### src/rtl/sfq_pkg.sv
package sfq_pkg;

    localparam int REG_W = 5;
    localparam int VAL_W = 32;

    typedef enum logic [1:0] {
        TK_ADD    = 2'd0,
        TK_BRANCH = 2'd1,
        TK_LOAD   = 2'd2,
        TK_STORE  = 2'd3
    } tmpl_kind_e;

    typedef struct packed {
        tmpl_kind_e         kind;
        logic [REG_W-1:0]   dst;
        logic [VAL_W-1:0]   opa;
        logic [VAL_W-1:0]   opb;
    } tmpl_t;

    localparam int TMPL_W = $bits(tmpl_t);

    // Only templates that retire into the register file count as writers.
    function automatic logic writes_reg(tmpl_t t, logic [REG_W-1:0] r);
        case (t.kind)
            TK_ADD, TK_LOAD: return t.dst == r;
            default:         return 1'b0;
        endcase
    endfunction

endpackage

### src/rtl/sfq_ptr_ctrl.sv
module sfq_ptr_ctrl #(
    parameter int DEPTH = 4,
    parameter int PW    = 2,
    parameter int CW    = 3
) (
    input  logic          clk,
    input  logic          rst,
    input  logic          clr,
    input  logic          enq_valid,
    input  logic          deq_en,
    output logic          enq_rdy,
    output logic          deq_rdy,
    output logic          enq_fire,
    output logic          deq_fire,
    output logic [PW-1:0] rd_ptr,
    output logic [PW-1:0] wr_ptr,
    output logic [CW-1:0] occ
);
    localparam logic [CW-1:0] FULL_CNT = CW'(DEPTH);
    localparam logic [PW-1:0] LAST_IDX = PW'(DEPTH - 1);

    function automatic logic [PW-1:0] step_ptr(logic [PW-1:0] p);
        return (p == LAST_IDX) ? '0 : p + 1'b1;
    endfunction

    logic pop_req;

    assign deq_rdy  = (occ != '0);
    assign pop_req  = deq_en && deq_rdy;
    // A pop in the same cycle frees a slot before the push lands.
    assign enq_rdy  = (occ != FULL_CNT) || pop_req;
    assign deq_fire = pop_req && !clr;
    assign enq_fire = enq_valid && enq_rdy && !clr;

    always_ff @(posedge clk) begin
        if (rst || clr) begin
            rd_ptr <= '0;
            wr_ptr <= '0;
            occ    <= '0;
        end else begin
            if (enq_fire) wr_ptr <= step_ptr(wr_ptr);
            if (deq_fire) rd_ptr <= step_ptr(rd_ptr);
            case ({enq_fire, deq_fire})
                2'b10:   occ <= occ + 1'b1;
                2'b01:   occ <= occ - 1'b1;
                default: occ <= occ;
            endcase
        end
    end
endmodule

### src/rtl/sfq_store.sv
module sfq_store
    import sfq_pkg::*;
#(
    parameter int DEPTH = 4,
    parameter int PW    = 2
) (
    input  logic          clk,
    input  logic          wr_en,
    input  logic [PW-1:0] wr_ptr,
    input  tmpl_t         wr_data,
    input  logic [PW-1:0] rd_ptr,
    output tmpl_t         head,
    output tmpl_t         slots [DEPTH]
);
    for (genvar g = 0; g < DEPTH; g++) begin : g_slot
        always_ff @(posedge clk) begin
            if (wr_en && (wr_ptr == PW'(g))) slots[g] <= wr_data;
        end
    end

    always_comb begin
        head = slots[0];
        for (int i = 0; i < DEPTH; i++) begin
            if (rd_ptr == PW'(i)) head = slots[i];
        end
    end
endmodule

### src/rtl/sfq_search.sv
module sfq_search
    import sfq_pkg::*;
#(
    parameter int DEPTH = 4,
    parameter int PW    = 2,
    parameter int CW    = 3
) (
    input  tmpl_t            slots [DEPTH],
    input  logic [PW-1:0]    rd_ptr,
    input  logic [CW-1:0]    occ,
    input  logic             skip_head,
    input  logic [REG_W-1:0] key,
    output logic             hit
);
    logic [DEPTH-1:0] match;

    for (genvar g = 0; g < DEPTH; g++) begin : g_cmp
        logic [PW:0] age;
        logic        live;

        // Age of slot g counted from the head, modulo DEPTH.
        always_comb begin
            if (PW'(g) >= rd_ptr) age = (PW+1)'(g) - {1'b0, rd_ptr};
            else                  age = (PW+1)'(g + DEPTH) - {1'b0, rd_ptr};
        end

        assign live     = (32'(age) < 32'(occ)) && !(skip_head && (age == '0));
        assign match[g] = live && writes_reg(slots[g], key);
    end

    assign hit = |match;
endmodule

### src/rtl/search_pipe_fifo.sv
module search_pipe_fifo
    import sfq_pkg::*;
#(
    parameter int DEPTH = 4
) (
    input  logic             clk,
    input  logic             rst,
    input  logic             enq_valid,
    input  logic [1:0]       enq_kind,
    input  logic [REG_W-1:0] enq_dst,
    input  logic [VAL_W-1:0] enq_opa,
    input  logic [VAL_W-1:0] enq_opb,
    output logic             enq_rdy,
    input  logic             deq_en,
    output logic             deq_rdy,
    output logic [1:0]       head_kind,
    output logic [REG_W-1:0] head_dst,
    output logic [VAL_W-1:0] head_opa,
    output logic [VAL_W-1:0] head_opb,
    input  logic             clr,
    input  logic [REG_W-1:0] srch_reg,
    output logic             srch_hit
);
    localparam int PW = (DEPTH > 1) ? $clog2(DEPTH) : 1;
    localparam int CW = $clog2(DEPTH + 1);

    tmpl_t         in_tmpl;
    tmpl_t         head_q;
    tmpl_t         slots [DEPTH];
    logic          enq_fire;
    logic          deq_fire;
    logic [PW-1:0] rd_ptr;
    logic [PW-1:0] wr_ptr;
    logic [CW-1:0] occ;

    assign in_tmpl = '{kind: tmpl_kind_e'(enq_kind), dst: enq_dst,
                       opa: enq_opa, opb: enq_opb};

    sfq_ptr_ctrl #(.DEPTH(DEPTH), .PW(PW), .CW(CW)) u_ctrl (
        .clk       (clk),
        .rst       (rst),
        .clr       (clr),
        .enq_valid (enq_valid),
        .deq_en    (deq_en),
        .enq_rdy   (enq_rdy),
        .deq_rdy   (deq_rdy),
        .enq_fire  (enq_fire),
        .deq_fire  (deq_fire),
        .rd_ptr    (rd_ptr),
        .wr_ptr    (wr_ptr),
        .occ       (occ)
    );

    sfq_store #(.DEPTH(DEPTH), .PW(PW)) u_store (
        .clk     (clk),
        .wr_en   (enq_fire),
        .wr_ptr  (wr_ptr),
        .wr_data (in_tmpl),
        .rd_ptr  (rd_ptr),
        .head    (head_q),
        .slots   (slots)
    );

    // The lookup sees the state after a pop, so the head is skipped whenever
    // a pop is requested on a non-empty queue.
    sfq_search #(.DEPTH(DEPTH), .PW(PW), .CW(CW)) u_search (
        .slots     (slots),
        .rd_ptr    (rd_ptr),
        .occ       (occ),
        .skip_head (deq_en && deq_rdy),
        .key       (srch_reg),
        .hit       (srch_hit)
    );

    assign head_kind = head_q.kind;
    assign head_dst  = head_q.dst;
    assign head_opa  = head_q.opa;
    assign head_opb  = head_q.opb;
endmodule

### config.mk
export PLATFORM = sky130hd
export DESIGN_NAME = search_pipe_fifo
export DESIGN_NICKNAME = d
export VERILOG_FILES = /design/src/rtl/sfq_pkg.sv /design/src/rtl/sfq_ptr_ctrl.sv /design/src/rtl/sfq_store.sv /design/src/rtl/sfq_search.sv /design/src/rtl/search_pipe_fifo.sv
export SDC_FILE = /design/constraint.sdc
export NUM_CORES = 1
export LEC_CHECK = 0
export BUFFER_PORTS_ARGS = -buffer_cell sky130_fd_sc_hd__buf_2
export CORE_UTILIZATION = 52
export DETAILED_ROUTE_END_ITERATION = 10
export GPL_ROUTABILITY_DRIVEN = 0
export PLACE_DENSITY_LB_ADDON = 0.25
export SLEW_MARGIN = 20
export SYNTH_ARGS = -nofsm -noshare
export SYNTH_HDL_FRONTEND = slang
export SYNTH_SLANG_ARGS = --single-unit
### constraint.sdc
create_clock -name clk -period 3.3 [get_ports clk]
set_input_delay 0.66 -clock clk [delete_from_list [all_inputs] [get_ports clk]]
set_output_delay 0.66 -clock clk [all_outputs]
set_load 0.05 [all_outputs]
==> impl.org, run 1 <==
** Outcome
- The run finished with clean final reports.

** Synthesis
- Avg Synthesized Cell Area :: between 10 and 15 µm²
- Post-Synth XOR/XNOR Area :: 0.0172
- For this run, the register share of the synthesized area comes to 0.747.
- Portion of netlist area occupied by mux cells :: 0.0612
- Number of distinct standard cells referenced by the synthesized netlist :: 31
- The synthesized netlist occupies a cell area of approximately 0.012 mm².
- Total of flip-flops plus latches after synthesis :: between 200 and 300
- After synthesis, the largest family of logic cells by area is compound AO/OA/AOI/OAI gates.
- Synth Area in Compound Gates :: 0.0703
- Ys Warns :: 0
- Of the total synthesized cell area, the portion taken by AND, OR, NAND and NOR gates is 0.0642.
- Of the total synthesized cell area, the portion taken by full adders, half adders and majority gates is 0.0190.
- Synthesis produced roughly 800 cells.
- Number of nets in the synthesized netlist :: between 800 and 900

** Die
- Chip Width :: 151 µm
- Die Height :: between 150 and 200 µm
- The floorplan has 54 rows.
- Initial core utilization :: 0.530
- The core region is approximately 0.022 mm².
- Full die area :: approximately 0.023 mm²
- In this run the count of I/O pins placed on the die edge is around 160.

** Worst setup path
- The startpoint identified for the worst register-to-register timing path is u_ctrl.occ[2].
- For the worst setup path, the data required time is 2640 ps.
- STA classifies the critical path endpoint as a primary output.
- The number of cells on the worst reg-to-reg path is 10.
- By startpoint and endpoint, the worst setup path is classified as flop to primary output.
- Tracing the worst setup path back leads to its startpoint at u_ctrl.rd_ptr[0].
- STA puts the critical path data arrival time at roughly 2500 ps.
- Reg-to-reg critical path endpoint :: u_ctrl.occ[2]
- For flop-to-flop paths, the worst setup slack is roughly 660 ps.
- Startpoint kind of the worst setup timing path :: flop
- In this run the worst path has a maximum fanout of 8.

** Timing
- Timing would allow up to about 310 MHz.
- Count of pins over their slew limit :: 0
- Setup violations remaining at the end of the flow were counted as 0.
- Final hold violations :: 0
- Summed over all failing endpoints, the final setup total negative slack is 0 ps.
- In the finished design, the share of the clock period the worst path needs comes to 0.966.
- Worst slew pin tran :: 505 ps
- Worst slew margin relative to its limit :: 0.663
- The clock arrives with 9.34 ps of skew.
- Unrepaired setup endpoints after global routing :: no
- The smallest clock period supported by the final layout is computed as around 3200 ps.

** Power and ir drop
- Power density of the placed cells :: 574 mW/mm²
- Worst IR drop on VDD :: around 0.55 mV
- Leakage dissipation :: roughly 4.7 nW

** Routing
- The routed layout has 6644 vias.
- The detail route stage leaves a number of antenna-violating nets equal to 0.
- Dividing the detail-routed wire length by the instance count gives between 15 and 20 µm.
- The first routing iteration left between 300 and 400 violations.
- Total Wirelength :: between 20000 and 25000 µm
- Post-detailed-route via-to-cell ratio :: 5.26
- Remaining routing DRC violations :: 0
- Detailed Routing Iterations Pass 1 :: 4

** Global route
- Global routing finished with a remaining overflow of 0.
- First-pass GRT wire length :: 32600 µm
- Number of antenna violations at the first check in global routing :: 5
- In the global route stage, overall resource usage came out at 0.189.
- Via count of the first global-routing pass :: just over 6000
- Largest net degree at the start of global routing :: 85

** Hold path
- Terminating pin of the worst hold path :: u_store.slots[174]
- The worst hold path begins at enq_opa[0].
- Worst Hold Depth :: 1
- In this run the worst hold path is classified as input port to flop.

** Final layout
- Post-layout utilization of the core :: 0.635
- Of the cells placed in the final design, the portion with a size suffix greater than 1 is 0.233.
- After the last flow step, the layout net total stands at between 1000 and 1500.
- The area growth from synthesis to layout is 19.7%.

** Clock network
- Sinks on Clock Net :: approximately 290
- Cell chosen for the clock root :: sky130_fd_sc_hd__clkbuf_16
- The number of clock buffers added by TritonCTS is 30.
- Clock buffer depth :: 3
- Clock-pin slew was measured on the worst setup and hold paths at 60 ps.
- CTS tree :: yes
- Clock H-tree levels :: 1
- At the later pin of the worst-skew pair, clock insertion delay measures between 500 and 600 ps.

** Run
- Number of max-cap violations :: 0

** Placed design
- Dpl hpwl :: about 13000 µm
- Number of input and output port buffers inserted :: 154
-- worst max-delay path, stage by stage, from the launching register on --
cell	delay [ps]
sky130_fd_sc_hd__dfxtp_1	310
sky130_fd_sc_hd__buf_4	170
sky130_fd_sc_hd__ha_1	190
sky130_fd_sc_hd__and2_1	150
sky130_fd_sc_hd__ha_1	170
sky130_fd_sc_hd__or4_1	510
sky130_fd_sc_hd__a221oi_2	180
sky130_fd_sc_hd__or4_1	150
sky130_fd_sc_hd__buf_6	150
-- state kept, by name, summed over array words and instances (netlist names) --
signal and count:
u_store.slots 284, u_ctrl.rd_ptr 2, u_ctrl.occ 3, u_ctrl.wr_ptr 2
-- synthesized netlist by cell type --
| master | number | area share |
|---|---|---|
| sky130_fd_sc_hd__nand4_1 | 4 | 0.0022 |
| sky130_fd_sc_hd__dfxtp_1 | 7 | 0.012 |
| sky130_fd_sc_hd__buf_1 | 5 | 0.0016 |
| sky130_fd_sc_hd__xnor2_2 | 1 | 0.0014 |
| sky130_fd_sc_hd__or3_1 | 2 | 0.0011 |
| sky130_fd_sc_hd__edfxtp_1 | 284 | 0.73 |
| sky130_fd_sc_hd__or2_2 | 1 | 0.00054 |
| sky130_fd_sc_hd__nand2b_1 | 1 | 0.00054 |
| sky130_fd_sc_hd__a221oi_2 | 1 | 0.0013 |
| sky130_fd_sc_hd__nor3_1 | 1 | 0.00043 |
| sky130_fd_sc_hd__fa_1 | 1 | 0.0017 |
| sky130_fd_sc_hd__nand3_1 | 2 | 0.00086 |
| sky130_fd_sc_hd__buf_6 | 3 | 0.0029 |
| sky130_fd_sc_hd__and2_1 | 6 | 0.0032 |
| sky130_fd_sc_hd__or4b_1 | 1 | 0.00086 |
| sky130_fd_sc_hd__a21o_1 | 1 | 0.00065 |
| sky130_fd_sc_hd__buf_2 | 16 | 0.0069 |
| sky130_fd_sc_hd__nor4_1 | 3 | 0.0016 |
| sky130_fd_sc_hd__ha_1 | 16 | 0.017 |
| sky130_fd_sc_hd__nand2_1 | 79 | 0.026 |
| sky130_fd_sc_hd__or4_1 | 2 | 0.0013 |
| sky130_fd_sc_hd__clkbuf_1 | 21 | 0.0068 |
| sky130_fd_sc_hd__and3_1 | 1 | 0.00054 |
| sky130_fd_sc_hd__nor2_1 | 79 | 0.026 |
| sky130_fd_sc_hd__o31a_4 | 1 | 0.0015 |
| sky130_fd_sc_hd__a21oi_1 | 80 | 0.034 |
| sky130_fd_sc_hd__o21ai_0 | 75 | 0.032 |
| sky130_fd_sc_hd__xor2_1 | 6 | 0.0045 |
| sky130_fd_sc_hd__mux2i_1 | 71 | 0.061 |
| sky130_fd_sc_hd__inv_1 | 10 | 0.0032 |
| sky130_fd_sc_hd__xnor2_1 | 15 | 0.011 |
-- worst max-delay path by stage --
| stage | to | slack (ps) | cells past startpoint |
|---|---|---|---|
| floorplan | srch_hit | 30 | 10 |
| global placement | srch_hit | 420 | 8 |
| detailed placement | srch_hit | 380 | 8 |
| CTS | srch_hit | 40 | 8 |
| global route | srch_hit | 4 | 8 |
| finish | srch_hit | 110 | 8 |
-- layout by cell type (no fill, tap or decap), drive strengths merged, types with 4 or more instances in the layout --
cell	Yosys	routed
a21oi	80	80
and2	6	6
buf	24	175
bufinv	0	5
clkbuf	21	38
clkinv	0	11
dfxtp	7	7
edfxtp	284	284
ha	16	16
inv	10	9
mux2i	71	71
nand2	79	79
nand4	4	4
nor2	79	79
o21ai	75	75
xnor2	16	16
xor2	6	6
-- kinds of logic after synthesis --
group | after synthesis
compound gates | 158
xor+xnor | 22
fa+ha+maj | 17
buf+inv | 55
flops | 291
mux | 71
simple gates | 182
-- final cells by class --
cell class | count | area, µm²
diodes | 3 | 7.51
clock buffers | 38 | 802
clock inverters | 17 | 206
fillers | 1638 | 8000
inverters | 10 | 41.3
multi-input cells | 450 | 2750
flip-flops and latches | 291 | 8670
well taps | 280 | 350
repair buffers | 175 | 1060
-- per-layer routing --
metal	track usage	part of all wire	up-vias
li1	-	-	3270
met1	0.248	0.44	3166
met2	0.319	0.49	169
met3	0.0386	0.055	35
met4	0.0500	0.017	4
met5	0	0.0012	-
-- power breakdown --
part	switching (mW)	internal (mW)	total, mW
clock	1.29	2.10	3.38
combinational	0.325	0.130	0.455
sequential	0.0159	4.12	4.13
-- repair_timing --
action / in CTS / in global routing
hold buffers: 0 / 0
gates resized for setup: 4 / 3
setup endpoints to repair: 1 / 3
cloned: 0 / 0
setup buffers: 0 / 4
-- metrics by stage --
step                power, mW  setup WS [ps]  area, µm²  cells  hold slack [ps]
detailed placement       4.67            377      12800   1202              507
global placement         4.66            418      12800   1202              501
finish                   7.97            114      13900   1264              342
global route             8.23           4.44      13900   1261              320
CTS                      8.06           38.2      13800   1257              315
floorplan                4.50           26.7      11600    796              469
No activity file was read; power rests on OpenSTA's default activity.
==> run 2, diff against run 1 <==
- RECOVER_POWER: not set -> 50
==> run 2 against run 1 <==
  * The flow now finishes with violations (capacitance limit, slew limit)
  * Total power shrank 0.18%
  * Clock power is essentially flat
  * Hold slack gained 46 ps
  * Worst setup slack lost 3.3 ps
  * Largest cell class unchanged
  * Wire length is essentially flat
  * Clock-buffer cell count is the same
  * Critical path type unchanged
  * Highest routed layer is now met4
  * Clock skew is essentially flat
  * Final cell count shrank 0.16%
  * Sequential power is essentially flat
==> impl.org, run 2 (synthesis results as in run 1) <==
** Power and ir drop
- The peak ir drop on the vdd network is 0.550 mV (+0.30%).
- The power density over cell area came to 577 mW/mm² (+0.61%).
- Leakage dissipation :: 4.49 nW (-4.3%)

** Clock network
- Clock H-tree levels :: 1 (unchanged)
- Clock latency at the later pin of the worst-skew pair :: 530 ps (about the same)
- CTS Hold Bufs :: 0 (unchanged)
- Cell chosen for the clock root :: sky130_fd_sc_hd__clkbuf_16
- Clock buffer depth :: 3 (unchanged)
- CTS tree :: yes
- Number of buffers inserted during clock tree synthesis :: 30 (unchanged)
- The clock slew at the register clock pins of the worst setup and hold paths is 60 ps (about the same).
- The clock net sink count was 291 (unchanged).

** Global route
- The number of antenna violations at the first check in global routing is 1 (-4).
- The met3 track demand over resource in global routing was 0.0386 (unchanged).
- The met2 usage in global routing was 0.319 (unchanged).
- Global-route usage over all layers :: 0.189 (unchanged)
- Via count of the first global-routing pass :: 6227 (unchanged)
- Gr ovfl total :: 0 (unchanged)
- The wire length of the first global-routing pass is 32600 µm (unchanged).
- Routing layer with the top usage in global route :: met2
- Largest net degree at the start of global routing :: 85 (unchanged)
- The met1 usage in global routing was 0.248 (unchanged).

** Worst setup path
- Data arrival time at the worst-slack endpoint :: 2530 ps (about the same)
- Required time at the worst-slack endpoint :: 2640 ps (about the same)
- Crit Path Class :: flop to primary output
- STA classifies the critical path startpoint as a flop.
- Critical path capture point type :: primary output
- Highest net fanout along the worst path :: 8 (unchanged)

** Placed design
- The post-placement cell count was 1202 (unchanged).
- Number of input and output port buffers inserted :: 154 (unchanged)
- The placed wire-length estimate after detailed placement is 12900 µm (unchanged).

** Final layout
- Synth-to-layout area growth :: 18.7%
- The largest registers in the layout are u_store.slots: 284 flops, u_ctrl.occ: 3 flops.
- The fraction of layout instances using a drive strength above 1 is 0.158 (-0.0754).
- Final net count :: 1056 (unchanged)
- The fill cell total of the finished layout is 1687 (+3.0%).
- Most frequent cells in the layout :: sky130_fd_sc_hd__edfxtp_1 (284), sky130_fd_sc_hd__buf_2 (82), sky130_fd_sc_hd__a21oi_1 (80)
- Flip-flop count of the largest register, all copies and words added :: 284 (unchanged)
- Area occupied by registers :: 0.00867 mm² (unchanged)
- Final Non-Filler Cells :: 1262 (-0.16%)
- Register bank with the most flops :: u_store.slots
- The library cell used most frequently in the layout, excluding fill and tap cells, is sky130_fd_sc_hd__edfxtp_1.
- Area used by multi-input combinational logic :: 0.00274 mm² (-0.55%)

** Run
- Number of max-cap violations :: 1 (+1)

** Routing
- Initial drt markers :: 346 (-9.4%)
- Total via count after detailed routing :: 6682 (+0.57%)
- The routed wire length was 21900 µm (about the same).
- Post-detailed-route via-to-cell ratio :: 5.29 (+0.73%)
- The wire length per cell was 17.4 µm (+0.25%).
- Remaining antenna violation count after routing :: 0 (unchanged)
- The detailed-route DRC error count was 0 (unchanged).
- The number of optimization iterations in the first detailed-route pass came to 4 (unchanged).

** Die
- The full die area is 0.0229 mm² (unchanged).
- The top-level I/O count came to 155 (unchanged).
- The initial core utilization was 0.530 (unchanged).
- Chip Width :: 151 µm (unchanged)
- Die Height :: 151 µm (unchanged)
- Total number of placement rows :: 54 (unchanged)
- Area of the placeable core :: 0.0219 mm² (unchanged)

** Timing
- Setup skew after layout :: 9.04 ps (-0.301 ps)
- Worst slew margin relative to its limit :: -0.00641 (-0.670)
- Crit share post-route :: 0.967 (+0.00101)
- Minimum clock period after layout :: 3190 ps (+3.33 ps)
- Worst slew pin tran :: 1510 ps (+1000 ps)
- Count of pins over their slew limit :: 18 (+18)
- Final hold violations :: 0 (unchanged)
- Unrepaired setup endpoints after global routing :: no
- The final number of setup-violating endpoints was 0 (unchanged).
- The final setup TNS is 0 ps (unchanged).
- Maximum clock frequency :: 313 MHz (-0.10%)

** Outcome
- Outcome :: finished, violations left
- Violated checks :: capacitance limit, slew limit

** Hold path
- The worst hold path belongs to the class input port to flop.
run 2: cell types whose count changed in the layout (fill, tap and decap cells not counted):
cell and delta:
sky130_fd_sc_hd__and2_0 +1, sky130_fd_sc_hd__and2_1 +2, sky130_fd_sc_hd__and2_4 -3, sky130_fd_sc_hd__buf_2 -71, sky130_fd_sc_hd__clkbuf_1 +71, sky130_fd_sc_hd__diode_2 -2
sky130_fd_sc_hd__o31a_2 +1, sky130_fd_sc_hd__o31a_4 -1
run 2: routing by layer:
layer / vias to the layer above / part of all wire
met5: - / 0
met4: 0 / 0.016
met3: 31 / 0.064
met2: 174 / 0.49
met1: 3205 / 0.43
li1: 3272 / -
run 2: final timing paths:
kind                    startpoint                  to  depth (start not counted)  slack (ps)
setup / recovery  u_ctrl.rd_ptr[0]            srch_hit                          8         110
hold / removal          enq_dst[0]  u_store.slots[277]                          1         390
setup reg to reg     u_ctrl.occ[0]  u_store.slots[271]                          5         320
hold reg to reg   u_ctrl.wr_ptr[1]    u_ctrl.wr_ptr[1]                          2         520
run 2: layout make-up:
class / instances / area share
well taps: 280 / 0.0254
diodes: 1 / 0.000182
clock inverters: 17 / 0.0150
multi-input cells: 450 / 0.199
flip-flops and latches: 291 / 0.629
clock buffers: 38 / 0.0582
repair buffers: 175 / 0.0704
inverters: 10 / 0.00300
run 2: metrics by stage:
step | power (mW) | area, µm² | util | setup WS, ps | hold slack (ps)
after floorplan | 4.50 | 11600 | - | 26.7 | 469
after global routing | 8.22 | 13800 | 0.630 | 4.44 | 371
after detailed placement | 4.67 | 12800 | 0.586 | 377 | 507
after CTS | 8.06 | 13800 | 0.633 | 38.2 | 315
final | 7.96 | 13800 | 0.630 | 110 | 388
after global placement | 4.66 | 12800 | 0.586 | 418 | 501
run 2: what timing repair did:
item	CTS	global route
setup buffers	0	4
endpoints found under the setup margin	1	3
gates resized for setup	4	3
hold endpoints to repair	0	0
run 2: report_power, final:
group | internal, mW | switching (mW) | total (mW)
registers | 4.12 | 0.0158 | 4.13
logic | 0.117 | 0.325 | 0.442
clock network | 2.10 | 1.28 | 3.38
total | 6.33 | 1.62 | 7.96
run 2: critical path: stages, from the launching register on:
cell and delay, ps:
sky130_fd_sc_hd__dfxtp_1 320, sky130_fd_sc_hd__buf_4 170, sky130_fd_sc_hd__ha_1 190, sky130_fd_sc_hd__and2_1 150, sky130_fd_sc_hd__ha_1 180, sky130_fd_sc_hd__or4_1 510, sky130_fd_sc_hd__a221oi_2 170, sky130_fd_sc_hd__or4_1 150
sky130_fd_sc_hd__buf_6 150
